File: src/rtl/hbi_pkg.sv
package hbi_pkg;
  // Counter type shared by the strobe and acknowledge timers.
  typedef logic [7:0] cnt_t;

  // Saturating count while run is high, cleared when it is low.
  function automatic cnt_t cnt_step(cnt_t c, logic run);
    if (!run) return '0;
    return (c == '1) ? c : c + 8'd1;
  endfunction

  // True once the count has reached lim.
  function automatic logic cnt_reached(cnt_t c, int unsigned lim);
    return 32'(c) >= lim;
  endfunction
endpackage

File: src/rtl/hbi_sync.sv
module hbi_sync #(
  parameter int unsigned W      = 4,
  parameter int unsigned STAGES = 2
) (
  input  logic         clk,
  input  logic         rst_n,
  input  logic [W-1:0] d,
  output logic [W-1:0] q
);
  // Idle level of every active-low strobe is 1.
  logic [STAGES-1:0][W-1:0] stg;

  generate
    if (STAGES == 1) begin : g_one
      always_ff @(posedge clk or negedge rst_n)
        if (!rst_n) stg <= '1;
        else        stg <= d;
    end else begin : g_chain
      always_ff @(posedge clk or negedge rst_n)
        if (!rst_n) stg <= '1;
        else        stg <= {stg[STAGES-2:0], d};
    end
  endgenerate

  assign q = stg[STAGES-1];
endmodule

File: src/rtl/hbi_strobe_trk.sv
module hbi_strobe_trk
  import hbi_pkg::*;
#(
  parameter int unsigned MIN_CLKS = 2
) (
  input  logic clk,
  input  logic rst_n,
  input  logic act,
  output logic start,
  output logic done
);
  logic prev;
  cnt_t cnt;

  always_ff @(posedge clk or negedge rst_n)
    if (!rst_n) begin
      prev <= 1'b0;
      cnt  <= '0;
    end else begin
      prev <= act;
      cnt  <= cnt_step(cnt, act);
    end

  assign start = act & ~prev;
  // End of a strobe that lasted long enough.
  assign done  = prev & ~act & cnt_reached(cnt, MIN_CLKS);
endmodule

File: src/rtl/hbi_ack_ctl.sv
module hbi_ack_ctl
  import hbi_pkg::*;
#(
  parameter int unsigned DLY = 2
) (
  input  logic clk,
  input  logic rst_n,
  input  logic acc_act,
  input  logic hold,
  input  logic en,
  output logic due,
  output logic ack
);
  cnt_t cnt;

  always_ff @(posedge clk or negedge rst_n)
    if (!rst_n) cnt <= '0;
    else        cnt <= cnt_step(cnt, acc_act);

  assign due = acc_act & (cnt == cnt_t'(DLY));

  always_ff @(posedge clk or negedge rst_n)
    if (!rst_n)        ack <= 1'b0;
    else if (!hold)    ack <= 1'b0;
    else if (due & en) ack <= 1'b1;
endmodule

File: src/rtl/hbi_bridge.sv
module hbi_bridge
  import hbi_pkg::*;
#(
  parameter int unsigned AW          = 8,
  parameter int unsigned DW          = 8,
  parameter int unsigned SYNC_STAGES = 2,
  parameter int unsigned ACK_DLY     = 2,
  parameter int unsigned MIN_RD_CLKS = 2,
  parameter logic [AW-1:0] HS_ON_ADDR  = AW'('h27),
  parameter logic [AW-1:0] HS_OFF_ADDR = AW'('h26)
) (
  input  logic          clk,
  input  logic          rst_n,
  input  logic          cs_n,
  input  logic          rd_n,
  input  logic          wr_n,
  input  logic          iack_n,
  input  logic [AW-1:0] addr,
  input  logic [DW-1:0] bus_wdata,
  output logic [DW-1:0] bus_rdata,
  output logic          bus_rdata_oe,
  output logic          ack_pull,
  output logic          irq_pull,
  input  logic          int_req,
  input  logic [DW-1:0] reg_rdata,
  output logic [AW-1:0] reg_waddr,
  output logic [DW-1:0] reg_wdata,
  output logic          reg_wr,
  output logic [AW-1:0] reg_raddr,
  output logic          reg_rd,
  output logic          reg_iack
);
  localparam int unsigned NSTRB = 4;

  // Synchronized strobes, turned active high.
  logic [NSTRB-1:0] raw_n, syn_n;
  assign raw_n = {iack_n, wr_n, rd_n, cs_n};

  hbi_sync #(.W(NSTRB), .STAGES(SYNC_STAGES)) u_sync (
    .clk(clk), .rst_n(rst_n), .d(raw_n), .q(syn_n)
  );

  logic cs_on, rd_act, wr_act, ia_act;
  assign cs_on  = ~syn_n[0];
  assign rd_act = cs_on & ~syn_n[1];
  assign wr_act = cs_on & ~syn_n[2];
  assign ia_act = ~syn_n[3];

  // Read and write strobe tracking.
  logic rd_start, rd_pop, wr_start, wr_done;

  hbi_strobe_trk #(.MIN_CLKS(MIN_RD_CLKS)) u_rd_trk (
    .clk(clk), .rst_n(rst_n), .act(rd_act), .start(rd_start), .done(rd_pop)
  );
  hbi_strobe_trk #(.MIN_CLKS(0)) u_wr_trk (
    .clk(clk), .rst_n(rst_n), .act(wr_act), .start(wr_start), .done(wr_done)
  );

  logic ia_prev, ia_start;
  always_ff @(posedge clk or negedge rst_n)
    if (!rst_n) ia_prev <= 1'b0;
    else        ia_prev <= ia_act;
  assign ia_start = ia_act & ~ia_prev;

  // Data acknowledge timing.
  logic hs_en, acc_act, acc_hold, ack_due;
  assign acc_act  = rd_act | wr_act | ia_act;
  assign acc_hold = cs_on | ia_act;

  hbi_ack_ctl #(.DLY(ACK_DLY)) u_ack (
    .clk(clk), .rst_n(rst_n), .acc_act(acc_act), .hold(acc_hold),
    .en(hs_en), .due(ack_due), .ack(ack_pull)
  );

  // Write capture and commit.
  logic          wr_pend;
  logic [AW-1:0] wr_addr_q;
  logic [DW-1:0] wr_data_q;
  logic          wr_commit, ctrl_hit;

  assign ctrl_hit  = (wr_addr_q == HS_ON_ADDR) | (wr_addr_q == HS_OFF_ADDR);
  assign wr_commit = wr_pend & ((hs_en & ack_due) | wr_done);

  always_ff @(posedge clk or negedge rst_n)
    if (!rst_n) begin
      wr_pend   <= 1'b0;
      wr_addr_q <= '0;
      wr_data_q <= '0;
      hs_en     <= 1'b1;
    end else begin
      if (wr_commit) begin
        wr_pend <= 1'b0;
        if (wr_addr_q == HS_ON_ADDR)  hs_en <= 1'b1;
        if (wr_addr_q == HS_OFF_ADDR) hs_en <= 1'b0;
      end
      if (wr_start) begin
        wr_pend   <= 1'b1;
        wr_addr_q <= addr;
        wr_data_q <= bus_wdata;
      end
    end

  // Registered internal strobes.
  logic [AW-1:0] rd_addr_q;
  logic          reg_wr_q, reg_rd_q, reg_iack_q, irq_q;

  always_ff @(posedge clk or negedge rst_n)
    if (!rst_n) begin
      rd_addr_q  <= '0;
      reg_wr_q   <= 1'b0;
      reg_rd_q   <= 1'b0;
      reg_iack_q <= 1'b0;
      irq_q      <= 1'b0;
    end else begin
      if (rd_start | ia_start) rd_addr_q <= addr;
      reg_wr_q   <= wr_commit & ~ctrl_hit;
      reg_rd_q   <= rd_pop;
      reg_iack_q <= ia_start;
      irq_q      <= int_req;
    end

  assign reg_waddr    = wr_addr_q;
  assign reg_wdata    = wr_data_q;
  assign reg_wr       = reg_wr_q;
  assign reg_raddr    = rd_addr_q;
  assign reg_rd       = reg_rd_q;
  assign reg_iack     = reg_iack_q;
  assign irq_pull     = irq_q;
  assign bus_rdata    = reg_rdata;
  assign bus_rdata_oe = (~cs_n & ~rd_n) | ~iack_n;
endmodule

File: config.mk
export PLATFORM = sky130hd
export DESIGN_NAME = hbi_bridge
export DESIGN_NICKNAME = d
export VERILOG_FILES = /design/src/rtl/hbi_pkg.sv /design/src/rtl/hbi_sync.sv /design/src/rtl/hbi_strobe_trk.sv /design/src/rtl/hbi_ack_ctl.sv /design/src/rtl/hbi_bridge.sv
export SDC_FILE = /design/constraint.sdc
export NUM_CORES = 1
export LEC_CHECK = 0
export CAP_MARGIN = 10
export CELL_PAD_IN_SITES_DETAIL_PLACEMENT = 1
export CELL_PAD_IN_SITES_GLOBAL_PLACEMENT = 2
export CORE_MARGIN = 2
export CORE_UTILIZATION = 29
export CTS_BUF_LIST = sky130_fd_sc_hd__clkbuf_8
export DETAILED_ROUTE_END_ITERATION = 8
export PLACE_DENSITY = 0.86
export SKIP_CTS_REPAIR_TIMING = 1
export SYNTH_ARGS = -nofsm -noshare
export SYNTH_HDL_FRONTEND = slang
export SYNTH_HIERARCHICAL = 1
export SYNTH_SLANG_ARGS = --single-unit
export TNS_END_PERCENT = 50
File: constraint.sdc
create_clock -name clk -period 2 [get_ports clk]
set_clock_uncertainty 0.05 [all_clocks]
set_input_delay 0.3 -clock clk [delete_from_list [all_inputs] [get_ports clk]]
set_output_delay 0.3 -clock clk [all_outputs]
set_load 0.1 [all_outputs]
# [Word level (Yosys, flattened, before mapping)]
# Index checks and enable logic that the tools add are counted.
[word_totals] register_bits=58 in_bits=31 out_inout_bits=38 elab_cells=74
[classes] n_addsub=2 n_lt_le_gt_ge=1 n_eq_ne=8 n_mux=10 bitwise_logic=33 reduce_logical=3
[ops] cell="$mux W8" count=4
[ops] cell="$add A8 B1 Y8 const B" count=2
[ops] cell="$eq A8 B6 Y1 const B" count=2
[ops] cell="$eq A8 B8 Y1 const B" count=2
[ops] cell="$and A1 B1 Y1" count=13
[ops] cell="$not A1 Y1" count=13
[ops] cell="$eq A8 B2 Y1 const B" count=1
[ops] cell="$ge A8 B2 Y1 const B" count=1
[ops] cell="$or A1 B1 Y1" count=7
[ops] cell="$mux W1" count=6
[ops] cell="$ne A2 B2 Y1 const B" count=3
[ops] cell="$reduce_bool A2 Y1" count=2
[ops] cell="$reduce_and A2 Y1" count=1

# [Longest topological paths before layout]
[logic_depth] word_depth=10 ltp_mapped=8 ltp_nobuf=7

# [By module]
# Netlist, hierarchy kept.
[by_module_without_submodules] module="hbi_bridge" instances=1 cells_per_inst=83 area_each_um2=1272.5 seq_area_each_um2=777.0
[by_module_without_submodules] module="hbi_ack_ctl" instances=1 cells_per_inst=47 area_each_um2=481.7 seq_area_each_um2=225.2
[by_module_without_submodules] module="hbi_strobe_trk at u_rd_trk" instances=1 cells_per_inst=50 area_each_um2=481.7 seq_area_each_um2=225.2
[by_module_without_submodules] module="hbi_sync" instances=1 cells_per_inst=12 area_each_um2=240.2 seq_area_each_um2=210.2
[by_module_without_submodules] module="hbi_strobe_trk at u_wr_trk" instances=1 cells_per_inst=3 area_each_um2=40.0 seq_area_each_um2=25.0

# [Worst setup path before layout]
# No wires, ideal clock.
[synth_path] kind="input to output" from="input rd_n" to="output bus_rdata_oe" arrival_time_ps=2413 required_ps=1650 setup_slack_ps=-763 cell_stages=1 n_path_buf=0 cell_sequence="o21ai_0"
[synth_between] elab_chain_len=3
[synth_rtl] item="start, declared" line="hbi_bridge.sv:15" source="input logic rd_n,"
[synth_rtl] item="$not A1 Y1" line="hbi_bridge.sv:130" source="assign bus_rdata_oe = (~cs_n & ~rd_n) | ~iack_n;"
[synth_rtl] item="$and A1 B1 Y1" line="hbi_bridge.sv:130"
[synth_rtl] item="$or A1 B1 Y1" line="hbi_bridge.sv:130"
[synth_rtl] item="end, declared" line="hbi_bridge.sv:21" source="output logic bus_rdata_oe,"
# Every way passes these cells.

# [Worst setup path in the final report]
[layout_path] from="register u_sync.stg (netlist bit u_sync/q[3])" to="register hs_en"
[layout_between] elab_chain_len=7
[layout_rtl] item="start, declared" line="hbi_sync.sv:11" source="logic [STAGES-1:0][W-1:0] stg;"
[layout_rtl] item="start signal, assigned" line="hbi_sync.sv:21" source="else stg <= {stg[STAGES-2:0], d};"
[layout_rtl] item="$not A1 Y1" line="hbi_bridge.sv:47" source="assign ia_act = ~syn_n[3];"
[layout_rtl] item="via ia_act" line="hbi_bridge.sv:43" source="logic cs_on, rd_act, wr_act, ia_act;"
[layout_rtl] item="$or A1 B1 Y1" line="hbi_bridge.sv:67" source="assign acc_act = rd_act | wr_act | ia_act;"
[layout_rtl] item="via acc_act" line="hbi_bridge.sv:66" source="logic hs_en, acc_act, acc_hold, ack_due;"
[layout_rtl] item="$and A1 B1 Y1" line="hbi_ack_ctl.sv:20" source="assign due = acc_act & (cnt == cnt_t'(DLY));"
[layout_rtl] item="via ack_due" line="hbi_bridge.sv:66"
[layout_rtl] item="$and A1 B1 Y1" line="hbi_bridge.sv:82" source="assign wr_commit = wr_pend & ((hs_en & ack_due) | wr_done);"
[layout_rtl] item="$or A1 B1 Y1" line="hbi_bridge.sv:82"
[layout_rtl] item="$and A1 B1 Y1" line="hbi_bridge.sv:82"
[layout_rtl] item="$reduce_and A2 Y1 (no line)"
[layout_rtl] item="end signal, assigned" line="hbi_bridge.sv:89" source="hs_en <= 1'b1;"
[layout_rtl] item="end signal, assigned" line="hbi_bridge.sv:93" source="if (wr_addr_q == HS_ON_ADDR) hs_en <= 1'b1;"
[layout_rtl] item="end signal, assigned" line="hbi_bridge.sv:94" source="if (wr_addr_q == HS_OFF_ADDR) hs_en <= 1'b0;"
[layout_rtl] item="end, declared" line="hbi_bridge.sv:66"
# The timed path passes the listed nets, and every way through them passes these cells.
# A chain may end at the register's enable or synchronous reset.

==> flow_metrics.py <==
metrics = {
    "status": {
        "status": "finished with violations",
        "violations": "setup timing",
    },
    "synth": {
        "synth_adder_area_share_pct": 1.99,
        "synth-xor-area-share_pct": 0.348,
        "syn-num-nets": 230,
        "synth_compound_area_share_pct": 8.85,
        "synthFlopType": "dfrtp_1",
        "yosysSeqAreaShare_pct": 58.1,
        "yosysWarnings": 6,
        "synth.distinct_cells": 43,
        "synth_seq_cells": 58,
        "ys_async_sr_fraction_pct": 100,
        "syn_area_mm2": 0.00252,
        "synth_cells": 195,
        "synth_top_family_by_area": "simple AND/OR/NAND/NOR gates",
        "synthMuxAreaShare_pct": 12.4,
        "synth_edf_count": 0,
        "avgSynthCellArea_um2": 12.9,
        "synth_simple_gate_area_share_pct": 12.6,
    },
    "clock_tree": {
        "cts_buffers": 9,
        "clk_path_buf_depth": 2,
        "cts_tree": "built",
        "cts_root_buf": "clkbuf_8",
        "insertion_delay_ps": 340,
        "ctsHtreeMaxLevel": 3,
        "clk_pin_slew_worst_paths_ps": 70,
        "cts_sinks": 58,
    },
    "floorplan": {
        "die_x_um": 97.1,
        "ioPinCount": 69,
        "fp.coreArea_mm2": 0.00830,
        "die_y_um": 97.1,
        "initial_core_util_pct": 30.3,
        "rows": 33,
        "die_area_mm2": 0.00944,
    },
    "routing": {
        "routed-via-count": 1727,
        "drt-pass1-iter-count": 4,
        "post_drt_wl_per_cell_um": 15.1,
        "routed_wirelength_um": 5440,
        "postRouteAntennaNets": 0,
        "drc": 0,
        "initialDrtViolationCount": 46,
        "viasPerCell": 4.80,
    },
    "timing": {
        "rsz0062_at_grt": "yes",
        "final.period_utilization_pct": 101,
        "setup-violations-final": 1,
        "fmax_mhz": 494,
        "worstMarginPinSlew_ps": 585,
        "setup_slack_ps": -24.0,
        "slew_headroom_pct": 61.0,
        "drv_slew": 0,
        "layout_min_cycle_time_ps": 2020,
        "final-hold-violation-count": 0,
        "holdWs_ps": 304,
    },
    "critical_path": {
        "crit_fanout": 3,
        "crit_path_start_kind": "flip-flop",
        "crit_arrival_ps": 2240,
        "crit_path_end_kind": "flip-flop",
        "required_ps": 2220,
        "crit_type": "reg -> reg",
    },
    "grt": {
        "grt_overflow": 0,
        "grt_max_degree": 59,
        "grt_pass1_vias": 1803,
        "track_usage_pct": 12.5,
        "antenna_found_initial": 0,
        "grt_pass1_wl_um": 9330,
    },
    "placement": {
        "dpl_worst_slack_ps": -61.2,
        "place_inst": 342,
        "io_buffers": 52,
        "gp_congestion": 0.758,
        "hpwl_um": 3770,
    },
    "final_layout": {
        "diodes": 0,
        "fillers": 876,
        "syn_to_final_growth_pct": 31.8,
        "final_nets": 285,
        "final_cells": 360,
        "drive_above_1_share_pct": 38.4,
    },
    "worst_hold_path": {
        "hold_path.class": "reg -> reg",
    },
    "power_and_ir_drop": {
        "irDropWorstVdd_mv": 0.548,
        "comb_power_share_pct": 30.4,
        "clockPowerShare_pct": 31.5,
        "p_int_mw": 2.36,
        "power.share.sequential_pct": 38.2,
        "p_leak_nw": 1.48,
        "p_per_area_mw_per_mm2": 1130,
        "p_sw_mw": 1.40,
        "swShare_pct": 37.3,
    },
    "flow_run": {
        "max_cap_viol_count": 0,
    },
}
-- metrics by stage --
| step | cell area [µm²] | util [%] | total power [mW] | TNS [ps] |
|---|---|---|---|---|
| finish | 3320 | 40.0 | 3.76 | -24.0 |
| global placement | 3070 | 37.0 | 2.58 | -17.8 |
| CTS | 3290 | 39.6 | 3.81 | -577 |
| detailed placement | 3070 | 37.0 | 2.60 | -379 |
| floorplan | 2540 | - | 2.37 | -91.4 |
| global route | 3320 | 40.0 | 3.94 | -166 |
-- worst max-delay path, stage by stage (launching register included) --
cell and delay (ps):
dfstp_2 540, inv_1 50, or3_4 380, nor4b_4 130
and4b_1 210, a21o_1 190, nand4_1 100, mux2_4 300
-- metal layers --
| metal | GRT usage (%) | routed length (µm) | up-vias |
|---|---|---|---|
| li1 | - | - | 814 |
| met1 | 17.2 | 2600 | 862 |
| met2 | 17.8 | 2470 | 47 |
| met3 | 5.61 | 332 | 4 |
| met4 | 3.36 | 34 | 0 |
| met5 | 0 | 0 | - |
-- final timing paths --
check	slack, ps	cells after the start	from	to
hold / removal	300	0	u_sync/stg[0]$_DFF_PN1_	u_sync/q[0]$_DFF_PN1_
max in group asynchronous	1130	3	rst_n	u_sync/stg[2]$_DFF_PN1_
setup / recovery	-20	7	u_sync/q[3]$_DFF_PN1_	hs_en$_DFFE_PN1P_
hold reg to reg	300	0	u_sync/stg[0]$_DFF_PN1_	u_sync/q[0]$_DFF_PN1_
min in group asynchronous	460	3	rst_n	reg_raddr[1]$_DFFE_PN0P_
setup reg to reg	-20	7	u_sync/q[3]$_DFF_PN1_	hs_en$_DFFE_PN1P_
-- registers in the layout (all words and copies together) (netlist names) --
| signal | cells |
|---|---|
| hs_en | 1 |
| ia_prev | 1 |
| irq_pull | 1 |
| reg_iack | 1 |
| reg_raddr | 8 |
| reg_rd | 1 |
| reg_waddr | 8 |
| reg_wdata | 8 |
| reg_wr | 1 |
| u_ack/ack | 1 |
| u_ack/cnt | 8 |
| u_rd_trk/cnt | 8 |
| u_rd_trk/prev | 1 |
| u_sync/q | 4 |
| u_sync/stg | 4 |
| u_wr_trk/prev | 1 |
| wr_pend | 1 |
-- cell usage after synthesis (3+ instances only) --
library cell / count / area, µm²
buf_4: 12 / 90.1
and3_1: 3 / 18.8
inv_1: 7 / 26.3
nand3_1: 3 / 15.0
a21oi_1: 4 / 20.0
dfrtp_1: 49 / 1230
ha_1: 4 / 50.1
a31oi_1: 7 / 43.8
o21bai_1: 3 / 22.5
nor3_1: 5 / 25.0
mux2_2: 17 / 191
nand4_1: 6 / 37.5
o21ai_0: 9 / 45.0
nor2_1: 7 / 26.3
buf_2: 3 / 15.0
dfstp_2: 9 / 236
o311a_1: 3 / 30.0
nand2_1: 8 / 30.0
mux2_4: 8 / 120
-- cells in the final DEF (no fill, tap or decap), drive strengths merged, types with 2 or more instances in the layout --
cell,Yosys,routed
buf,16,38
nand2,8,8
a21oi,4,4
o311a,4,4
nor4,2,2
o21ai,9,9
and4,2,2
dfstp,9,9
mux2,25,25
bufinv,0,2
ha,4,4
clkinv,0,2
nor3b,2,2
nor4b,3,3
inv,7,8
nand3,4,4
nor2,7,7
nand4,6,6
dfrtp,49,49
a31oi,7,7
clkdlybuf4s50,0,21
clkbuf,0,10
nor3,5,5
and3,5,5
o21bai,3,3
-- layout make-up --
type	instances	area, µm²	share of cell area (%)
Clock buffer	10	138	4.15
Clock inverter	6	81.3	2.45
Inverter	7	26.3	0.792
Multi-Input combinational cell	114	950	28.6
Sequential cell	58	1460	44.1
Tap cell	105	131	3.96
Timing Repair Buffer	60	528	15.9
-- power by group through the flow --
stage / sequential (mW) / combinational (mW) / clock [mW]
finish: 1.44 / 1.14 / 1.18
global route: 1.46 / 1.19 / 1.29
CTS: 1.43 / 1.15 / 1.23
detailed placement: 1.45 / 1.15 / 0
global placement: 1.45 / 1.13 / 0
floorplan: 2.06 / 0.311 / 0
-- cell families (layout without fill, tap and decap cells) --
group / count (synthesis) / in the layout
multiplexers: 25 / 25
AND/OR/NAND/NOR: 51 / 51
AO/OA/AOI/OAI: 33 / 33
flip-flops: 58 / 58
adder cells (fa/ha/maj): 4 / 4
buffers and inverters: 23 / 83
XOR/XNOR: 1 / 1
(Power assumes the default switching activity.)
